$ cat src/rtl/rng_word_readout.sv
module rng_word_readout #(
  parameter int BLK_W  = 128,
  parameter int WORD_W = 32
) (
  input  logic              clk,
  input  logic              rst_n,
  input  logic              blk_valid,
  output logic              blk_ready,
  input  logic [BLK_W-1:0]  blk_data,
  input  logic              blk_compliant,
  input  logic [3:0]        sw_en,
  input  logic [7:0]        otp_en,
  input  logic              rd_req,
  output logic [WORD_W-1:0] rd_data,
  output logic              stat_valid,
  output logic              stat_compliant,
  output logic              repeat_alert,
  input  logic              alert_wr,
  input  logic              alert_wdata
);
  localparam int NWORDS = BLK_W / WORD_W;
  localparam int PTR_W  = (NWORDS > 1) ? $clog2(NWORDS) : 1;
  localparam logic [PTR_W-1:0] LAST = PTR_W'(NWORDS - 1);
  localparam logic [3:0] SW_TRUE = 4'h6;
  localparam logic [7:0] OTP_ON  = 8'h96;

  logic [PTR_W-1:0] ptr_q;
  logic [BLK_W-1:0] last_q;
  logic             gate, live, rd_acc, pop, rpt_set, rpt_clr;

  assign gate    = (sw_en == SW_TRUE) && (otp_en == OTP_ON);
  assign live    = gate && blk_valid;
  assign rd_acc  = rd_req && live;
  assign blk_ready = rd_acc && (ptr_q == LAST);
  assign pop     = blk_valid && blk_ready;
  assign rpt_set = pop && (blk_data == last_q);
  assign rpt_clr = alert_wr && !alert_wdata;

  assign rd_data        = live ? blk_data[int'(ptr_q)*WORD_W +: WORD_W] : '0;
  assign stat_valid     = live;
  assign stat_compliant = live && blk_compliant;

  always_ff @(posedge clk or negedge rst_n) begin
    if (!rst_n) begin
      ptr_q        <= '0;
      last_q       <= '0;
      repeat_alert <= 1'b0;
    end else begin
      if (rd_acc) ptr_q <= (ptr_q == LAST) ? '0 : ptr_q + 1'b1;
      if (pop) last_q <= blk_data;
      if (rpt_set) repeat_alert <= 1'b1;
      else if (rpt_clr) repeat_alert <= 1'b0;
    end
  end


  p_gate_zero_r1: assert property (@(posedge clk) disable iff (!rst_n)
    !gate |-> rd_data == '0);

  p_ptr_hold_r4: assert property (@(posedge clk) disable iff (!rst_n)
    (rd_req && !gate) |=> $stable(ptr_q));

  p_pop_wrap_r3: assert property (@(posedge clk) disable iff (!rst_n)
    pop |=> ptr_q == '0);

  p_repeat_sets_r7: assert property (@(posedge clk) disable iff (!rst_n)
    rpt_set |=> repeat_alert);

  p_alert_sticky_r8: assert property (@(posedge clk) disable iff (!rst_n)
    (repeat_alert && !rpt_clr) |=> repeat_alert);

  p_status_gate_r5: assert property (@(posedge clk) disable iff (!rst_n)
    stat_compliant |-> stat_valid);
endmodule

$ cat config.mk
export PLATFORM = sky130hd
export DESIGN_NAME = rng_word_readout
export DESIGN_NICKNAME = d
export VERILOG_FILES = /design/src/rtl/rng_word_readout.sv
export SDC_FILE = /design/constraint.sdc
export NUM_CORES = 1
export LEC_CHECK = 0
export BUFFER_PORTS_ARGS = -buffer_cell sky130_fd_sc_hd__buf_2
export CORE_MARGIN = 2
export CORE_UTILIZATION = 40
export DETAILED_ROUTE_END_ITERATION = 6
export GPL_TIMING_DRIVEN = 0
export PLACE_DENSITY = 0.63
export SYNTH_ARGS = -nofsm -noshare
export SYNTH_HDL_FRONTEND = slang
export SYNTH_SLANG_ARGS = --single-unit
$ cat constraint.sdc
create_clock -name clk -period 1.7 [get_ports clk]
set_clock_uncertainty 0.2 [all_clocks]
set_input_delay 0 -clock clk [delete_from_list [all_inputs] [get_ports clk]]
set_output_delay 0 -clock clk [all_outputs]
set_load 0.005 [all_outputs]
After elaboration in Yosys (flattened, before gate mapping):

Cells that the tools add are included.
Widths: inputs -> output; s select.

* flip-flop bits (word level): 131
* bits of input ports: 147
* output and inout bits: 36
* word-level logic and storage cells: 23

* $add $sub $neg: 1
* equality and inequality tests: 4
* shift-type cells: 1
* muxes and demuxes: 4
* reduce and logical (&&, ||, !) cells: 10

Operator list (count)
* $eq 128x128->1: 1
* $shiftx 128x8->32: 1
* $mux 32: 1
* $eq 8x8->1 const B: 1
* $logic_and 1x1->1: 8
* $eq 4x3->1 const B: 1
* $add 2x1->2 const B: 1
* $eq 2x2->1 const B: 1
* $mux 1: 2
* $mux 2: 1
* $reduce_bool 2->1: 1
* $logic_not 1->1: 1

Logic depth before layout (Yosys ltp):

* depth after elaboration: 8
* gate-level depth with buffers: 7
* gate-level depth less buffers: 5

Worst setup path after synthesis:

No wires, ideal clock.

* path type: input-to-reg
* start point: input sw_en[0]
* end point: register last_q[0]
* setup time: 125 ps
* data arrival time: 1582 ps
* required time: 1375 ps
* setup slack: -207 ps
* stages on the path: 7
* cell sequence: or3b_1 > nor4_4 > and3_1 > buf_4 > buf_12 > buf_12 > mux2_4

* word-level cells in the longest chain between the ends: 6

Ends and longest elaborated chain
* start, declared: RTL line 11 `input logic [3:0] sw_en,`
* $eq 4x3->1: RTL line 31 `assign gate = (sw_en == SW_TRUE) && (otp_en == OTP_ON);`
* $logic_and 1x1->1: RTL line 31
* $logic_and 1x1->1: RTL line 32 `assign live = gate && blk_valid;`
* $logic_and 1x1->1: RTL line 33 `assign rd_acc = rd_req && live;`
* $logic_and 1x1->1: RTL line 34 `assign blk_ready = rd_acc && (ptr_q == LAST);`
* $logic_and 1x1->1: RTL line 35 `assign pop = blk_valid && blk_ready;`
* end signal, assigned: RTL line 50 `if (pop) last_q <= blk_data;`
* end, declared: RTL line 28 `logic [BLK_W-1:0] last_q;`

Every way passes these cells.
A chain may end at the register's enable or synchronous reset.

Final worst setup path:

* start point: register ptr_q[0]
* end point: output rd_data[18]

* word-level cells in the longest chain between the ends: 2

Ends and longest elaborated chain
* start, declared: RTL line 27 `logic [PTR_W-1:0] ptr_q;`
* start signal, assigned: RTL line 49 `if (rd_acc) ptr_q <= (ptr_q == LAST) ? '0 : ptr_q + 1'b1;`
* $shiftx 128x8->32: RTL line 39 `assign rd_data = live ? blk_data[int'(ptr_q)*WORD_W +: WORD_W] : '0;`
* $mux 32: RTL line 39
* end, declared: RTL line 14 `output logic [WORD_W-1:0] rd_data,`

Every way passes these cells.

==> flow_summary.toml <==
[synth]
synth_area_leader_cell = "dfrtp_1"
yosysWarningCount = 0
synthTopCellsByCount = "131 x dfrtp_1, 128 x xnor2_1, 100 x mux2_4, 33 x and2_1, 33 x nand4_1"
synthTopCellsByArea = "dfrtp_1 42%, mux2_4 19%, xnor2_1 14%"
synth.avg_cell_area_um2 = 14.6
synth_seq_cells = 131
synth_cell_types = 26
synth_edf_count = 0
synth_ff_type = "dfrtp_1"
post-synth-top-count-cell = "dfrtp_1"
synth_area_mm2 = 0.00783
yosys.area.top_type_share_pct = 41.9
synth_cells = 535
seq_area_frac_synth_pct = 41.9
ys_async_sr_fraction_pct = 100
syn-num-nets = 683

[layout]
drive_above_1_share_pct = 50.7
final.fill_count = 1415
final_nets = 1058
final_cells = 1188
diodes = 0
finish.utilization_pct = 62.9
area_growth_pct = 55.4

[clocking]
clk_path_buf_depth = 2
numCtsBuffers = 17
clkTransAtPathRegs_ns = 0.06
cts_tree = "yes"
clock-sinks = 131
cts.htree.levels = 4
clockRootBuffer = "clkbuf_16"
worstSkewPairLatency_ns = 0.42

[global_routing]
antenna_found_initial = 0
grt_overflow = 0
grt_pass1_wl_um = 40100
track_usage_pct = 26.9
grt_pass1_vias = 6600
grt_start_max_net_pins = 77

[setup_path]
r2r_start = "ptr_q[0]"
start_kind = "flop"
ff2ff_setup_slack_ns = -0.35
cp_data_arrival_time_ns = 1.98
worstRegToRegCells = 7
critical_path_class = "reg2out"
cp_max_fo = 9
critPathCaptureType = "output port"
r2r_end = "last_q[94]"
cp.required_ns = 1.50

[place]
pre_cts_ws_ns = -0.611
io_buffers = 182
globalplace.congestion = 0.876
hpwl_um = 17700
placedCellCount = 983

[sta]
fmax_mhz = 459
finalHoldViolations = 1
relSlewSlack_pct = 56.9
worstMarginPinSlew_ns = 0.646
period_needed_ns = 2.18
fin_crit_sh_pct = 128
setup_viol = 162
fin_hold_ws_ns = -0.0325
rsz0062_at_grt = "yes"
setup_ws_ns = -0.477
slew_viol_final = 0

[floorplanning]
start_util_pct = 40.5
rows = 51
core_area_mm2 = 0.0193
chipWidth_um = 144
die_height_um = 144
dieArea_mm2 = 0.0207
num_io_pins = 183

[hold_path]
hold_depth = 6
hp-class = "in2reg"
min_from = "blk_data[113]"
hold_end = "repeat_alert"

[power]
ir_drop_mv = 0.516
cellPowerDensity_mw_per_mm2 = 648
leakage_nw = 5.36

[run_status]
outcome = "finished with violations"
failed_checks = "negative hold slack, negative setup slack"

[route]
ant_nets = 0
firstDrtPassIters = 6
wl_per_cell_um = 22.8
first_iter_violations = 407
num_vias = 6064
routed_wl_um = 27100
via_per_inst = 5.10
drc = 0

[run]
drv_cap = 0
==> routing by layer <==
layer | part of all wire [%] | global-route usage, % | up-vias | wire length [µm]
li1 | - | - | 2693 | -
met1 | 43 | 35.7 | 3064 | 11700
met2 | 48 | 43.8 | 250 | 13000
met3 | 5.2 | 4.30 | 57 | 1420
met4 | 3.8 | 11.2 | 0 | 1040
met5 | 0 | 0 | - | 0
==> what timing repair did <==
| action | 4_1_cts | 5_1_grt |
|---|---|---|
| pin swaps | 4 | 9 |
| resized for setup | 57 | 34 |
| gates cloned | 15 | 3 |
| endpoints found under the hold margin | 262 | 1 |
| endpoints found under the setup margin | 165 | 239 |
| hold buffers | 132 | 1 |
| buffers inserted | 20 | 6 |
==> registers in the layout, indices dropped and copies added (netlist names) <==
| signal | flops |
|---|---|
| repeat_alert | 1 |
| ptr_q | 2 |
| last_q | 128 |
==> per-stage QoR <==
| step | cell area (µm²) | TNS, ns | power [mW] | hold slack, ns |
|---|---|---|---|---|
| final | 12200 | -47.83 | 7.88 | -0.0325 |
| after global routing | 12200 | -54.96 | 8.11 | 0.0137 |
| after CTS | 11900 | -47.21 | 7.90 | -0.358 |
| after detailed placement | 9110 | -88.73 | 3.84 | -0.189 |
| after global placement | 9080 | -269.35 | 3.81 | 0.0675 |
| after floorplan | 7840 | -20.24 | 3.39 | -0.496 |
==> power breakdown <==
group / internal [mW] / switching [mW] / leakage (nW)
Sequential: 3.12 / 0.000102 / 1.83
Clock: 2.38 / 1.45 / 0.285
Combinational: 0.507 / 0.424 / 3.24
Total: 6.01 / 1.87 / 5.36
==> area by class of cell <==
| type | count | area [µm²] | area share [%] |
|---|---|---|---|
| plain buffers | 23 | 400 | 3.29 |
| clock buffers | 20 | 457 | 3.76 |
| clock inverters | 12 | 155 | 1.28 |
| inverters | 1 | 3.75 | 0.0309 |
| multi-input cells | 377 | 4370 | 35.9 |
| flip-flops and latches | 131 | 3280 | 27.0 |
| well taps | 265 | 332 | 2.73 |
| repair buffers | 359 | 3170 | 26.0 |
==> layout by cell type, fill, tap and decap left out, drive strengths merged <==
cell type / instances
and3: 1
clkinv: 3
nand4: 33
o31ai: 1
nand4b: 1
clkinvlp: 5
nor2: 1
dfrtp: 131
mux4: 32
buf: 235
inv: 2
nand4bb: 1
nand3: 1
and2: 33
nor4: 9
nand2b: 1
xnor2: 128
ha: 1
o21ai: 1
bufinv: 3
clkbuf: 26
nand2: 2
or3b: 1
dlygate4sd3: 133
mux2: 130
bufbuf: 8
==> cells by family after synthesis <==
logic type | after synthesis | share of synthesized area, %
compound gates | 2 | 0.160
xor+xnor | 128 | 14.3
fa+ha+maj | 1 | 0.160
buf+inv | 27 | 3.82
flops | 131 | 41.9
mux | 162 | 32.7
simple gates | 84 | 6.92
==> worst max-delay path by stage <==
stage,startpoint,end,cells past startpoint
3_5_place_dp,sw_en[0],last_q[13],8
3_3_place_gp,rst_n,last_q[113],1
6_report,ptr_q[0],rd_data[18],5
4_1_cts,ptr_q[0],rd_data[17],5
5_1_grt,ptr_q[0],rd_data[18],5
2_1_floorplan,sw_en[0],last_q[0],7
==> critical path, stage by stage, from the launching register on <==
cell	delay, ns
dfrtp_1	0.38
clkbuf_16	0.21
clkbuf_16	0.18
mux4_2	0.49
and2_1	0.17
buf_2	0.12
Power figures use the tool's default switching activity.
